[config.mk]
export PLATFORM = sky130hd
export DESIGN_NAME = i2ccw_engine
export DESIGN_NICKNAME = d
export VERILOG_FILES = /design/src/rtl/i2ccw_pkg.sv /design/src/rtl/i2ccw_linedrv.sv /design/src/rtl/i2ccw_ctrl.sv /design/src/rtl/i2ccw_engine.sv
export SDC_FILE = /design/constraint.sdc
export NUM_CORES = 1
export LEC_CHECK = 0
export BUFFER_PORTS_ARGS = -buffer_cell sky130_fd_sc_hd__buf_2
export CELL_PAD_IN_SITES_DETAIL_PLACEMENT = 1
export CELL_PAD_IN_SITES_GLOBAL_PLACEMENT = 2
export CORE_MARGIN = 1
export CORE_UTILIZATION = 29
export CTS_CLUSTER_SIZE = 40
export DETAILED_ROUTE_END_ITERATION = 12
export PLACE_DENSITY_LB_ADDON = 0.1
export SKIP_LAST_GASP = 1
export SLEW_MARGIN = 20
export SYNTH_ARGS = -nofsm -noshare
export SYNTH_HDL_FRONTEND = slang
export SYNTH_SLANG_ARGS = --single-unit
[constraint.sdc]
create_clock -name clk -period 2.4 [get_ports clk]
set_input_delay 0.24 -clock clk [delete_from_list [all_inputs] [get_ports clk]]
set_output_delay 0.24 -clock clk [all_outputs]
set_load 0.01 [all_outputs]
[src/rtl/i2ccw_pkg.sv]
package i2ccw_pkg;
  localparam int LEN_W  = 11;
  localparam int BYTE_W = 8;
  localparam int CMD_W  = 32;
  localparam int STAT_W = 32;
  localparam int ADR_W  = 10;

  typedef enum logic [2:0] {
    S_IDLE, S_START, S_SEND, S_RECV, S_TXW, S_RXP, S_STOP
  } st_t;

  typedef enum logic [1:0] {
    X_IDLE = 2'd0, X_BUSY = 2'd1, X_OK = 2'd2, X_ABORT = 2'd3
  } xs_t;

  localparam logic [2:0] AB_ADDR_NACK = 3'd0;
  localparam logic [2:0] AB_DATA_NACK = 3'd1;
  localparam logic [2:0] AB_ARB       = 3'd3;

  typedef struct packed {
    logic             rd;
    logic             ten;
    logic             stop;
    logic [ADR_W-1:0] adr;
    logic [LEN_W-1:0] len;
  } cmd_t;

  function automatic cmd_t decode_cmd(input logic [CMD_W-1:0] w);
    cmd_t d;
    d.rd   = w[0];
    d.ten  = (w[13:12] == 2'd2);
    d.stop = w[14];
    d.adr  = {w[10:8], w[7:1]};
    d.len  = w[25:15];
    return d;
  endfunction

  // step 0: first header, 1: 10-bit low byte, 2: 10-bit read header
  function automatic logic [BYTE_W-1:0] hdr_byte(input cmd_t c, input logic [1:0] step);
    case (step)
      2'd0:    return c.ten ? {5'b11110, c.adr[9:8], 1'b0} : {c.adr[6:0], c.rd};
      2'd1:    return c.adr[7:0];
      default: return {5'b11110, c.adr[9:8], 1'b1};
    endcase
  endfunction

  function automatic st_t after_byte(input cmd_t c, input logic more);
    if (more)        return c.rd ? S_RECV : S_TXW;
    else if (c.stop) return S_STOP;
    else             return S_IDLE;
  endfunction

  function automatic logic [STAT_W-1:0] pack_status(input xs_t xs, input logic [2:0] cause,
                                                    input logic rd, input logic [LEN_W-1:0] cnt);
    return {12'd0, cnt, 2'b00, cause, xs, 1'b0, rd};
  endfunction
endpackage

[src/rtl/i2ccw_linedrv.sv]
module i2ccw_linedrv
  import i2ccw_pkg::*;
(
  input  st_t        st,
  input  logic [1:0] ph,
  input  logic       bit_ack,
  input  logic       sh_msb,
  input  logic       rd_last,
  input  logic       parked,
  output logic       scl_o,
  output logic       sda_o
);
  logic ph_high;
  assign ph_high = (ph == 2'd1) || (ph == 2'd2);

  always_comb begin
    scl_o = 1'b0;
    sda_o = 1'b1;
    case (st)
      S_IDLE:  begin scl_o = ~parked; sda_o = 1'b1; end
      S_START: begin scl_o = ph_high; sda_o = (ph < 2'd2); end
      S_SEND:  begin scl_o = ph_high; sda_o = bit_ack ? 1'b1 : sh_msb; end
      S_RECV:  begin scl_o = ph_high; sda_o = bit_ack ? rd_last : 1'b1; end
      S_STOP:  begin scl_o = (ph != 2'd0); sda_o = (ph >= 2'd2); end
      default: begin scl_o = 1'b0; sda_o = 1'b1; end
    endcase
  end
endmodule

[src/rtl/i2ccw_ctrl.sv]
module i2ccw_ctrl
  import i2ccw_pkg::*;
(
  input  logic              clk,
  input  logic              rst_n,
  input  logic              tick,
  input  logic              cmd_valid,
  input  logic [CMD_W-1:0]  cmd_word,
  output logic              cmd_ready,
  input  logic              tx_valid,
  input  logic [BYTE_W-1:0] tx_data,
  output logic              tx_ready,
  output logic              rx_valid,
  output logic [BYTE_W-1:0] rx_data,
  input  logic              rx_ready,
  input  logic              sda_i,
  output st_t               st,
  output logic [1:0]        ph,
  output logic              bit_ack,
  output logic              sh_msb,
  output logic              rd_last,
  output logic              parked,
  output logic [LEN_W-1:0]  cur_len,
  output logic [STAT_W-1:0] status,
  output logic              done_stop,
  output logic              done_nostop,
  output logic              abort_o
);
  localparam logic [LEN_W-1:0] ONE = LEN_W'(1);

  cmd_t              c;
  logic [3:0]        bitc;
  logic [BYTE_W-1:0] sh;
  logic [1:0]        hstep;
  logic              in_addr, ab, ackok;
  logic [LEN_W-1:0]  cnt;
  logic [2:0]        cause;
  xs_t               xs;

  logic more_now, more_inc, arb_lost, go_more;
  assign more_now = (cnt != c.len);
  assign more_inc = ((cnt + ONE) != c.len);
  assign go_more  = in_addr ? more_now : more_inc;
  assign arb_lost = (st == S_SEND) && tick && (ph == 2'd2) && (bitc != 4'd8) && sh[BYTE_W-1] && !sda_i;

  assign cmd_ready = (st == S_IDLE);
  assign tx_ready  = (st == S_TXW);
  assign rx_valid  = (st == S_RXP);
  assign rx_data   = sh;
  assign bit_ack   = (bitc == 4'd8);
  assign sh_msb    = sh[BYTE_W-1];
  assign rd_last   = !more_inc;
  assign cur_len   = c.len;
  assign status    = pack_status(xs, cause, c.rd, cnt);

  always_ff @(posedge clk or negedge rst_n) begin
    if (!rst_n) begin
      st <= S_IDLE; ph <= 2'd0; bitc <= 4'd0; sh <= '0; c <= '0; hstep <= 2'd0;
      in_addr <= 1'b0; ab <= 1'b0; ackok <= 1'b0; cnt <= '0; cause <= 3'd0;
      xs <= X_IDLE; parked <= 1'b0;
      done_stop <= 1'b0; done_nostop <= 1'b0; abort_o <= 1'b0;
    end else begin
      done_stop <= 1'b0; done_nostop <= 1'b0; abort_o <= 1'b0;
      case (st)
        S_IDLE: if (cmd_valid) begin
          c <= decode_cmd(cmd_word); st <= S_START; ph <= 2'd0; hstep <= 2'd0;
          cnt <= '0; cause <= 3'd0; xs <= X_BUSY; ab <= 1'b0;
        end
        S_START: if (tick) begin
          ph <= ph + 2'd1;
          if (ph == 2'd3) begin
            st <= S_SEND; bitc <= 4'd0; sh <= hdr_byte(c, hstep); in_addr <= 1'b1;
          end
        end
        S_SEND: if (tick) begin
          ph <= ph + 2'd1;
          if (ph == 2'd2 && bitc == 4'd8) ackok <= !sda_i;
          if (ph == 2'd3) begin
            if (bitc != 4'd8) begin
              sh <= {sh[BYTE_W-2:0], 1'b0}; bitc <= bitc + 4'd1;
            end else begin
              bitc <= 4'd0;
              if (!ackok) begin
                st <= S_STOP; ab <= 1'b1; cause <= in_addr ? AB_ADDR_NACK : AB_DATA_NACK;
              end else if (in_addr && c.ten && hstep == 2'd0) begin
                hstep <= 2'd1; sh <= hdr_byte(c, 2'd1);
              end else if (in_addr && c.ten && hstep == 2'd1 && c.rd) begin
                hstep <= 2'd2; st <= S_START;
              end else begin
                in_addr <= 1'b0;
                if (!in_addr) cnt <= cnt + ONE;
                st <= after_byte(c, go_more);
                if (!go_more && !c.stop) begin
                  xs <= X_OK; done_nostop <= 1'b1; parked <= 1'b1;
                end
              end
            end
          end
          if (arb_lost) begin
            st <= S_IDLE; ph <= 2'd0; xs <= X_ABORT; cause <= AB_ARB;
            abort_o <= 1'b1; parked <= 1'b0;
          end
        end
        S_TXW: if (tx_valid) begin
          sh <= tx_data; st <= S_SEND; bitc <= 4'd0;
        end
        S_RECV: if (tick) begin
          ph <= ph + 2'd1;
          if (ph == 2'd2 && bitc != 4'd8) sh <= {sh[BYTE_W-2:0], sda_i};
          if (ph == 2'd3) begin
            if (bitc != 4'd8) bitc <= bitc + 4'd1;
            else begin bitc <= 4'd0; st <= S_RXP; end
          end
        end
        S_RXP: if (rx_ready) begin
          cnt <= cnt + ONE;
          st <= after_byte(c, more_inc);
          if (!more_inc && !c.stop) begin
            xs <= X_OK; done_nostop <= 1'b1; parked <= 1'b1;
          end
        end
        S_STOP: if (tick) begin
          ph <= ph + 2'd1;
          if (ph == 2'd3) begin
            st <= S_IDLE; parked <= 1'b0;
            if (ab) begin xs <= X_ABORT; abort_o <= 1'b1; end
            else begin xs <= X_OK; done_stop <= 1'b1; end
          end
        end
        default: st <= S_IDLE;
      endcase
    end
  end
endmodule

[src/rtl/i2ccw_engine.sv]
module i2ccw_engine
  import i2ccw_pkg::*;
(
  input  logic              clk,
  input  logic              rst_n,
  input  logic              tick,
  input  logic              cmd_valid,
  input  logic [CMD_W-1:0]  cmd_word,
  output logic              cmd_ready,
  input  logic              tx_valid,
  input  logic [BYTE_W-1:0] tx_data,
  output logic              tx_ready,
  output logic              rx_valid,
  output logic [BYTE_W-1:0] rx_data,
  input  logic              rx_ready,
  output logic              scl_o,
  output logic              sda_o,
  input  logic              sda_i,
  output logic [STAT_W-1:0] status,
  output logic              done_stop,
  output logic              done_nostop,
  output logic              abort_o
);
  st_t              st_w;
  logic [1:0]       ph_w;
  logic             bit_ack_w, sh_msb_w, rd_last_w, parked_w;
  logic [LEN_W-1:0] len_w;

  i2ccw_ctrl u_ctrl (
    .clk(clk), .rst_n(rst_n), .tick(tick),
    .cmd_valid(cmd_valid), .cmd_word(cmd_word), .cmd_ready(cmd_ready),
    .tx_valid(tx_valid), .tx_data(tx_data), .tx_ready(tx_ready),
    .rx_valid(rx_valid), .rx_data(rx_data), .rx_ready(rx_ready),
    .sda_i(sda_i), .st(st_w), .ph(ph_w), .bit_ack(bit_ack_w), .sh_msb(sh_msb_w),
    .rd_last(rd_last_w), .parked(parked_w), .cur_len(len_w), .status(status),
    .done_stop(done_stop), .done_nostop(done_nostop), .abort_o(abort_o)
  );

  i2ccw_linedrv u_line (
    .st(st_w), .ph(ph_w), .bit_ack(bit_ack_w), .sh_msb(sh_msb_w),
    .rd_last(rd_last_w), .parked(parked_w), .scl_o(scl_o), .sda_o(sda_o)
  );
endmodule

**Word level (Yosys, flattened, before mapping)**

Index checks and enable logic that the tools add are counted.

- Register bits after elaboration: 66
- Output and inout port bits: 48
- Word-level logic and storage cells: 260

- Add/subtract/negate cells: 3
- Order comparisons: 2
- Equality and inequality tests: 49
- Mux-type cells: 140
- Bitwise logic cells: 1
- Reductions and logical operators: 45

Operator list:

| kind | count |
|---|---|
| two-way mux 11 bit | 9 |
| two-way mux 8 bit | 11 |
| two-way mux 3 bit | 27 |
| two-way mux 1 bit | 48 |
| two-way mux 2 bit | 23 |
| case mux 11 bit (3 select lines) | 1 |
| case mux 8 bit (4 select lines) | 1 |
| != test 2 bit, second input constant | 13 |
| two-way mux 4 bit | 6 |
| != test 11 bit | 2 |
| case mux 3 bit (7 select lines) | 1 |
| != test 2 x 1 -> 1 bit, second input constant | 10 |
| AND reduction 10 bit | 2 |
| != test 3 x 2 -> 1 bit, second input constant | 6 |
| AND reduction 6 bit | 3 |
| case mux 8 bit (2 select lines) | 1 |
| AND reduction 14 bit | 1 |
| logical AND 1 bit | 13 |
| AND reduction 13 bit | 1 |
| case mux 4 bit (3 select lines) | 1 |
| AND reduction 12 bit | 1 |
| nonzero test 3 bit | 4 |
| adder 11 x 1 -> 11 bit, second input constant | 1 |
| == test 3 bit, second input constant | 3 |
| other kinds (33) | 51 |

**Depth between registers and ports, before layout**

Gate-level depths: netlist (run 1).

- Word-level depth: 14
- Mapped depth: 10
- Gate-level depth less buffers: 9

**Modules after synthesis**

From an unflattened synthesis (run 1), not the netlist that was laid out.

- Cells, all modules: 502
- Area, all modules: 4391.7 um^2

By module, submodules not included:

| module | times used | cells an instance | area an instance (um^2) | seq. area each (um^2) |
|---|---|---|---|---|
| i2ccw_ctrl | 1 | 486 | 4290.4 | 1626.6 |
| i2ccw_linedrv | 1 | 16 | 101.3 | 0.0 |

**Worst setup path after synthesis (run 1)**

Ideal clock, no wire load.

- Kind: register to register
- From: register u_ctrl.cnt[0]
- To: register u_ctrl.xs[0]
- Arrival: 2346 ps
- Required time: 2275 ps
- Setup slack: -71 ps
- Cell stages (with the launch flop): 9
- Buffers on the path: 0
- Cells stage by stage: dfrtp_1 > ha_1 > and4_1 > and3_1 > o211ai_1 > nor4_4 > a32oi_1 > nor2_2 > mux2_4

- Longest elaborated chain between the ends: 7
- Elaborated cells on any way between the ends: 11
- Those cells by class: 1 x add/sub; 4 x eq/ne; 1 x mux; 5 x reduce/logical

Ends and longest elaborated chain:

| element | line | RTL |
|---|---|---|
| start: declaration | i2ccw_ctrl.sv:36 | `logic [LEN_W-1:0] cnt;` |
| start signal: assignment | i2ccw_ctrl.sv:91 | `if (!in_addr) cnt <= cnt + ONE;` |
| start signal: assignment | i2ccw_ctrl.sv:116 | `cnt <= cnt + ONE;` |
| adder 11 x 1 -> 11 bit | i2ccw_ctrl.sv:42 | `assign more_inc = ((cnt + ONE) != c.len);` |
| != test 11 bit | i2ccw_ctrl.sv:42 |  |
| two-way mux 1 bit | i2ccw_ctrl.sv:43 | `assign go_more = in_addr ? more_now : more_inc;` |
| logical NOT 1 bit | i2ccw_ctrl.sv:93 | `if (!go_more && !c.stop) begin` |
| logical AND 1 bit | i2ccw_ctrl.sv:93 |  |
| != test 3 x 2 -> 1 bit (no line) | - |  |
| AND reduction 13 bit (no line) (*) | - |  |
| end signal: assignment | i2ccw_ctrl.sv:94 | `xs <= X_OK; done_nostop <= 1'b1; parked <= 1'b1;` |
| end signal: assignment | i2ccw_ctrl.sv:100 | `st <= S_IDLE; ph <= 2'd0; xs <= X_ABORT; cause <= AB_ARB;` |
| end signal: assignment | i2ccw_ctrl.sv:119 | `xs <= X_OK; done_nostop <= 1'b1; parked <= 1'b1;` |
| end: declaration | i2ccw_ctrl.sv:38 | `xs_t xs;` |

Every way passes the cells marked *; elsewhere a longest branch is shown, timed or not.
A chain may end at the register's enable or synchronous reset.

**Final worst setup path (run 1)**

- From: register u_ctrl.cnt[3]
- To: output sda_o

- Longest elaborated chain between the ends: 5

Ends and longest elaborated chain:

| element | line | RTL |
|---|---|---|
| adder 11 x 1 -> 11 bit | i2ccw_ctrl.sv:42 |  |
| != test 11 bit | i2ccw_ctrl.sv:42 |  |
| logical NOT 1 bit | i2ccw_ctrl.sv:52 | `assign rd_last = !more_inc;` |
| two-way mux 1 bit | i2ccw_linedrv.sv:23 | `S_RECV: begin scl_o = ph_high; sda_o = bit_ack ? rd_last : 1'b1; end` |
| case mux 1 bit (4 select lines) | i2ccw_linedrv.sv:19 | `case (st)` |
| end: declaration | i2ccw_engine.sv:17 | `output logic sda_o,` |

No other way between the ends.

==> summary.txt, run 1 <==
Power
  – P_int: 4.08 mW
  – Clk pwr share: 0.208
  – Power Density: 1260 nW/um^2
  – Switching Power: 3.12 mW
  – Combinational Power Share: 0.536
  – Worst vdd ir: around 0.00043 V
  – Sw Ratio: 0.433
  – Register share of total power: 0.256
  – Leakage: between 2 and 3 nW

Global routing
  – Total global routing overflow: 0
  – Total GRT Usage: 0.200
  – Largest net degree at the start of global routing: 44
  – Vias in the first global route: 4444
  – First-pass GRT wire length: ~24000 microns
  – Initial antenna violation count: 0

Routing
  – Residual DRC: 0
  – Drt first pass iters: 6
  – Vias: 4234
  – Routed vias/inst: 5.12
  – WL per Instance: 18.2 microns
  – Routed Antenna Nets: 0
  – DR iter-0 viols: 296
  – Post-Route WL: ~15000 microns

Yosys
  – Mapped Cells: 521
  – Synth cell types: 79
  – Register area share after synthesis: 0.375
  – Top_reg_cell synth: dfrtp_1
  – Post-synthesis sequential element count: 65
  – Mapped Avg Cell Area: 8.33 sq um
  – Post-synth EDFFs: 0
  – Post-synth design cell area: 4340 sq um
  – Ys async rst share: 1.00
  – Yosys warns: 0

STA
  – Crit share post-route: 1.10
  – Actual slew at the worst max-slew pin: 527 ps
  – Slew margin rel.: 0.649
  – Final Hold Fails: 0
  – Final worst slack: -237 ps
  – Max Clk Rate: 379 MHz
  – Min Tclk post-route: 2640 ps
  – Slew Limit Fails: 0
  – RSZ-0062 raised after global routing: yes
  – Worst Skew: 9.03 ps
  – Final setup fails: 4

Worst setup path
  – Critical Path Start Type: flop
  – Crit Reg-Reg Endpoint: u_ctrl.xs[0]$_DFFE_PN0P_
  – Critical Path AT: 2400 ps
  – Setup crit start: u_ctrl.cnt[3]$_DFFE_PN0P_
  – Reg2Reg Depth: 8
  – Req. time, crit path: 2160 ps
  – Crit path max fanout: 7
  – FF-to-FF Start: u_ctrl.cnt[3]$_DFFE_PN0P_
  – WS Path Type: reg2out
  – Setup crit end: sda_o
  – CP endpoint kind: primary output
  – Setup slack, reg-to-reg: -50 ps

Worst hold path
  – Worst Hold Class: in2reg

Status
  – Failing checks: setup timing
  – Status: finished with violations

Final layout
  – Area Growth Syn to Fin: 31.9%
  – Most common cell after layout, fill and taps aside: nand2_1
  – Final net count: 691
  – Inserted Diodes: 0
  – Commonest non-fill, non-tap cells in the layout: nand2_1 (87), buf_2 (71), dfrtp_1 (60)
  – Final core occ: 0.392
  – Share of cells above drive strength 1: 0.308

Die
  – Die area: ~15000 sq um
  – Initial core utilization: 0.297
  – Die height: 124 microns
  – Ports: 95
  – Row count: 44
  – Die width: 124 microns
  – Core Box Area: about 15000 sq um

Clock tree
  – H-tree levels: 3
  – Root buffer cell: clkbuf_16
  – Clock transition at path regs: 60 ps
  – Worst skew pair latency: ~350 ps
  – CTS tree: built
  – Max Buffers Root-to-Sink: 2
  – CTS Sinks: 65
  – Cts bufs inserted: 9

Place
  – Pre-CTS setup slack: -86.2 ps
  – DPL Wire Length: 10800 microns
  – Gp weighted congestion: roughly 0.83
  – Port Buf Inserts: 71

Run
  – Max Cap Viol: 0
## through the flow
| step | total power [mW] | TNS [ps] | cells | hold WS [ps] | cell area, sq um |
|---|---|---|---|---|---|
| 4_1_cts | 7.10 | -361 | 824 | 73.8 | 5630 |
| 6_report | 7.20 | -288 | 827 | 83.1 | 5720 |
| 5_1_grt | 7.76 | -1070 | 827 | 90.8 | 5720 |
| 3_5_place_dp | 5.48 | -252 | 803 | 142 | 5190 |
| 2_1_floorplan | 4.08 | 0 | 536 | -55.6 | 4400 |
| 3_3_place_gp | 5.41 | -11.0 | 803 | 139 | 5190 |
## worst max-delay path, cell delays in order (launching register included)
cell and delay [ps]:
dfrtp_2 470, nand4_4 140, or4_4 580, a31oi_4 210, nor4_4 80, nand2_2 110
a21oi_2 60, a211o_1 240, buf_2 150
## worst min path at each step
stage | startpoint | cells after the start | endpoint | slack, ps
6_report | cmd_word[23] | 3 | u_ctrl.cur_len[8]$_DFFE_PN0P_ | 80
5_1_grt | cmd_word[2] | 3 | u_ctrl.c[12]$_DFFE_PN0P_ | 90
4_1_cts | cmd_word[23] | 3 | u_ctrl.cur_len[8]$_DFFE_PN0P_ | 70
3_5_place_dp | rst_n | 1 | u_ctrl.ph[0]$_DFFE_PN0P_ | 140
3_3_place_gp | rst_n | 1 | u_ctrl.ph[0]$_DFFE_PN0P_ | 140
2_1_floorplan | rst_n | 0 | u_ctrl.ab$_DFFE_PN0P_ | -60
## cell families (layout without fill, tap and decap cells)
group / count (synthesis) / count (layout) / synth area share
AOI/OAI and AO/OA: 134 / 134 / 0.209
xor gates and xnor gates: 20 / 20 / 0.0404
adders and majority gates: 7 / 7 / 0.0196
buffers and inverters: 68 / 175 / 0.0839
DFF: 65 / 65 / 0.375
muxes: 6 / 6 / 0.0156
other: 1 / 16 / 0.000864
and+or+nand+nor: 220 / 220 / 0.255
## area by class of cell
| type | count | area [sq um] |
|---|---|---|
| clock inverters | 5 | 77.6 |
| inverters | 19 | 71.3 |
| well taps | 184 | 230 |
| repair buffers | 140 | 950 |
| fillers | 1752 | 8860 |
| flip-flops and latches | 65 | 1630 |
| clock buffers | 11 | 253 |
| multi-input cells | 403 | 2510 |
## flip-flops by register name, summed over array words and instances, names as in the netlist, 2 cells and up
register	cells
u_ctrl.cause	2
u_ctrl.st	3
u_ctrl.xs	2
u_ctrl.rx_data	8
u_ctrl.ph	2
u_ctrl.hstep	2
u_ctrl.bitc	4
u_ctrl.cnt	11
u_ctrl.cur_len	11
u_ctrl.c	12
## power groups by stage
stage,Combinational [mW],Clock [mW],Sequential (mW)
after floorplan,2.31,0,1.76
after global routing,4.29,1.56,1.91
final,3.86,1.50,1.84
after global placement,3.57,0,1.84
after CTS,3.72,1.53,1.85
after detailed placement,3.63,0,1.85
## metal layers
layer | vias to the layer above | routed length [microns] | GRT usage
met1 | 2063 | 7360 | 0.277
li1 | 2044 | - | -
met4 | 0 | 278 | 0.0801
met2 | 109 | 6900 | 0.315
met5 | - | 0 | 0
met3 | 18 | 539 | 0.0245
## timing repair
item	4_1_cts	5_1_grt
gates resized for setup	15	15
pin swaps	6	9
buffers inserted	4	3
gates cloned	0	1
hold buffers	1	0
setup endpoints to repair	24	30
hold endpoints to repair	7	0
## Yosys cell counts, types with 3 or more instances
cell,number,share of area
nor2_1,46,0.040
nand3_1,15,0.017
a22oi_1,4,0.0069
a21oi_1,26,0.030
o22ai_1,3,0.0043
dfrtp_1,65,0.37
clkbuf_1,15,0.013
mux2i_1,3,0.0069
xor2_1,9,0.018
o21ai_1,4,0.0046
nor2b_1,4,0.0058
or4_1,3,0.0052
nand2_1,89,0.077
o211ai_1,4,0.0069
nor3_1,8,0.0092
ha_1,6,0.017
o31ai_1,5,0.0087
or3_1,3,0.0043
or2_2,4,0.0058
buf_4,22,0.038
a222oi_1,6,0.014
o21ai_0,31,0.036
a21o_1,4,0.0069
inv_1,19,0.016
nand4_1,6,0.0087
nand2b_1,10,0.014
o21bai_1,5,0.0087
xnor2_1,11,0.022
a31oi_1,10,0.014
o21a_1,3,0.0052
buf_2,9,0.010
nand3b_1,9,0.016
No activity file was read; power rests on OpenSTA's default activity.
==> run 2: changes to the inputs <==
--- a/config.mk
+++ b/config.mk
@@ -5,11 +5,12 @@
 export SDC_FILE = /design/constraint.sdc
 export NUM_CORES = 1
 export LEC_CHECK = 0
+export ABC_AREA = 1
 export BUFFER_PORTS_ARGS = -buffer_cell sky130_fd_sc_hd__buf_2
 export CELL_PAD_IN_SITES_DETAIL_PLACEMENT = 1
 export CELL_PAD_IN_SITES_GLOBAL_PLACEMENT = 2
 export CORE_MARGIN = 1
-export CORE_UTILIZATION = 29
+export CORE_UTILIZATION = 27
 export CTS_CLUSTER_SIZE = 40
 export DETAILED_ROUTE_END_ITERATION = 12
 export PLACE_DENSITY_LB_ADDON = 0.1
==> run 2 against run 1 <==
The flow now finishes without violations. First-iteration DRC count shrank 40%. Die area is 3.1% higher. Critical endpoint unchanged. Sequential power shrank 2%.
==> summary.txt, run 2 <==
Status
  – Status: finished, final reports clean

Final layout
  – Max FFs per register: 12 (unchanged)
  – Share of cells above drive strength 1: 0.258 (-0.0502)
  – Final core occ: 0.352 (-0.0403)
  – Largest register by flop count: u_ctrl.c
  – Commonest non-fill, non-tap cells in the layout: nand2_1 (146), inv_1 (76), buf_2 (71)
  – Final instance area: 5330 sq um (-6.8%)
  – Inserted Diodes: 0 (unchanged)
  – Final net count: 734 (+6.2%)
  – Most common cell after layout, fill and taps aside: nand2_1
  – Non-Filler Instances: 871 (+5.3%)
  – Area Growth Syn to Fin: 27.9%

Routing
  – Vias: 4108 (-3.0%)
  – Drt first pass iters: 4 (-2)
  – Routed vias/inst: 4.72 (-7.9%)
  – WL per Instance: 15.6 microns (-14%)
  – Post-Route WL: 13600 microns (-9.7%)
  – Routed Antenna Nets: 0 (unchanged)
  – DR iter-0 viols: 179 (-40%)
  – Residual DRC: 0 (unchanged)

STA
  – Max Clk Rate: 419 MHz (+10%)
  – Slew Limit Fails: 0 (unchanged)
  – Slew margin rel.: 0.620 (-0.0289)
  – Final Hold Fails: 0 (unchanged)
  – Hold Slack: 92.9 ps (+9.74 ps)
  – RSZ-0062 raised after global routing: yes
  – Crit share post-route: 0.994 (-0.104)
  – Min Tclk post-route: 2390 ps (-250 ps)
  – Final setup fails: 0 (-4)
  – Final worst slack: 13.2 ps (+250 ps)
  – Actual slew at the worst max-slew pin: 567 ps (+40.0 ps)
  – Worst Skew: 10.4 ps (+1.36 ps)
  – Setup tns final: 0 ps (+288 ps)

Power
  – Switching Power: 2.87 mW (-8.1%)
  – Power Density: 1180 nW/um^2 (-6.2%)
  – Leakage: 2.65 nW (-0.38%)
  – Clk pwr share: 0.190 (-0.018)
  – Sw Ratio: 0.456 (+0.0226)
  – Register share of total power: 0.285 (+0.029)
  – Worst vdd ir: 0.000420 V (-2.5%)
  – P_int: 3.43 mW (-16%)
  – Combinational Power Share: 0.524 (-0.012)
  – Pwr Total: 6.29 mW (-13%)

Place
  – Gp weighted congestion: 0.849 (+1.8%)
  – DPL Wire Length: 10600 microns (-2.4%)
  – Placed Cells: 848 (+5.6%)
  – Pre-CTS setup slack: 104 ps (+190 ps)
  – Post-DP Area: 4850 sq um (-6.6%)
  – Port Buf Inserts: 71 (unchanged)

Worst setup path
  – Setup crit start: u_ctrl.cnt[1]$_DFFE_PN0P_
  – Req. time, crit path: 2160 ps (about the same)
  – Setup crit end: sda_o
  – Crit path max fanout: 5 (-2)
  – Critical Path AT: 2150 ps (-250 ps)
  – Setup slack, reg-to-reg: 60 ps (+110 ps)
  – Critical Path Start Type: flop
  – WS Path Type: reg2out
  – FF-to-FF Start: u_ctrl.cnt[1]$_DFFE_PN0P_
  – CP endpoint kind: primary output
  – Reg2Reg Depth: 14 (+6)
  – Crit Reg-Reg Endpoint: u_ctrl.xs[0]$_DFFE_PN0P_

Global routing
  – Initial antenna violation count: 0 (unchanged)
  – Total GRT Usage: 0.181 (-0.0188)
  – First-pass GRT wire length: 22400 microns (-8.0%)
  – Largest net degree at the start of global routing: 33 (-25%)
  – Total global routing overflow: 0 (unchanged)
  – Vias in the first global route: 4314 (-2.9%)

Yosys
  – Synth area leaders: dfrtp_1 (39%), nand2_1 (14%), inv_1 (7.0%)
  – Register area share after synthesis: 0.390 (+0.0153)
  – Synth top area share: 0.390 (+0.0153)
  – Ys async rst share: 1.00 (unchanged)
  – Most numerous cell in the Yosys netlist: nand2_1
  – Top_reg_cell synth: dfrtp_1
  – Synth cell types: 44 (-44%)
  – Leading area contributor after synthesis: dfrtp_1
  – Yosys warns: 0 (unchanged)
  – Post-synth top cells: nand2_1 (159), inv_1 (78), dfrtp_1 (65), o21ai_0 (55), nor2_1 (39)
  – Mapped Avg Cell Area: 7.25 sq um (-13%)
  – Post-synth EDFFs: 0 (unchanged)
  – Post-synthesis sequential element count: 65 (unchanged)
  – Mapped Cells: 575 (+10%)
  – Post-synth design cell area: 4170 sq um (-3.9%)

Clock tree
  – Clock transition at path regs: 60 ps (about the same)
  – Worst skew pair latency: 340 ps (about the same)
  – Cts bufs inserted: 9 (unchanged)
  – H-tree levels: 3 (unchanged)
  – Max Buffers Root-to-Sink: 2 (unchanged)
  – Root buffer cell: clkbuf_16
  – CTS Sinks: 65 (unchanged)
  – CTS tree: built

Die
  – Core Box Area: 15100 sq um (+3.8%)
  – Die width: 126 microns (+1.6%)
  – Row count: 45 (+2.3%)
  – Die height: 126 microns (+1.6%)
  – Die area: 15900 sq um (+3.1%)
  – Initial core utilization: 0.275 (-0.0222)
  – Ports: 95 (unchanged)

Run
  – Max Cap Viol: 0 (unchanged)

Worst hold path
  – Worst Hold Class: in2reg
[run 2: changes by cell type after synthesis, moves of 7 or more]
| cell | change |
|---|---|
| o21ai_0 | +24 |
| nand2_1 | +70 |
| inv_1 | +59 |
| nand3_1 | +15 |
| xnor2_1 | -7 |
| a21oi_1 | -8 |
| nor2_1 | -7 |
| a31oi_1 | -8 |
| clkbuf_1 | -10 |
| buf_2 | -7 |
| nand2b_1 | -10 |
[run 2: power by group through the flow]
| stage | Clock (mW) | Combinational (mW) | Sequential (mW) |
|---|---|---|---|
| 4_1_cts | 1.23 | 3.18 | 1.80 |
| 2_1_floorplan | 0 | 1.98 | 1.77 |
| 3_5_place_dp | 0 | 3.07 | 1.80 |
| 5_1_grt | 1.27 | 3.74 | 1.86 |
| 3_3_place_gp | 0 | 3.05 | 1.79 |
| 6_report | 1.20 | 3.30 | 1.80 |
[run 2: cells by family after synthesis]
group,Yosys count,share of synthesized area
flops,65,0.390
fa+ha+maj,6,0.0180
other cells,1,0.000899
compound gates,114,0.166
simple gates,268,0.285
xor+xnor,12,0.0252
buf+inv,109,0.115
[run 2: final cells by class]
class                   count  area, sq um
clock inverters             1         5.00
repair buffers            105          633
clock buffers              12          246
multi-input cells         416         2260
inverters                  84          318
fillers                  1886         9810
well taps                 188          235
flip-flops and latches     65         1630
[run 2: what timing repair did]
| item | 4_1_cts | 5_1_grt |
|---|---|---|
| pin swaps | 6 | 25 |
| hold endpoints to repair | 9 | 0 |
| hold buffers | 1 | 0 |
| cloned | 0 | 0 |
| setup endpoints to repair | 1 | 9 |
| setup buffers | 7 | 3 |
| gates resized for setup | 10 | 35 |
[run 2: worst max-delay path: stages (launching register included)]
cell     delay, ps
dfrtp_1        400
ha_4           170
nand2_2        100
nor2_4         170
nand2_1        130
nor2_2         150
xnor2_1        190
nand3_2        150
inv_4           90
o21ai_2         50
nand4_1         70
buf_2          130
[run 2: worst min-delay path by stage]
stage	depth (start not counted)	slack, ps	end	from
4_1_cts	3	90	u_ctrl.cur_len[4]$_DFFE_PN0P_	cmd_word[19]
3_5_place_dp	1	140	u_ctrl.done_stop$_DFF_PN0_	rst_n
5_1_grt	3	110	u_ctrl.cur_len[4]$_DFFE_PN0P_	cmd_word[19]
2_1_floorplan	0	-60	u_ctrl.ab$_DFFE_PN0P_	rst_n
6_report	3	90	u_ctrl.cur_len[4]$_DFFE_PN0P_	cmd_word[19]
3_3_place_gp	1	140	u_ctrl.cause[1]$_DFFE_PN0P_	rst_n
[run 2: layer usage]
| metal | wire [microns] | GRT usage | vias to the layer above |
|---|---|---|---|
| met1 | 6850 | 0.250 | 1959 |
| li1 | - | - | 2063 |
| met3 | 331 | 0.0259 | 16 |
| met4 | 199 | 0.0652 | 0 |
| met5 | 0 | 0 | - |
| met2 | 6230 | 0.287 | 70 |
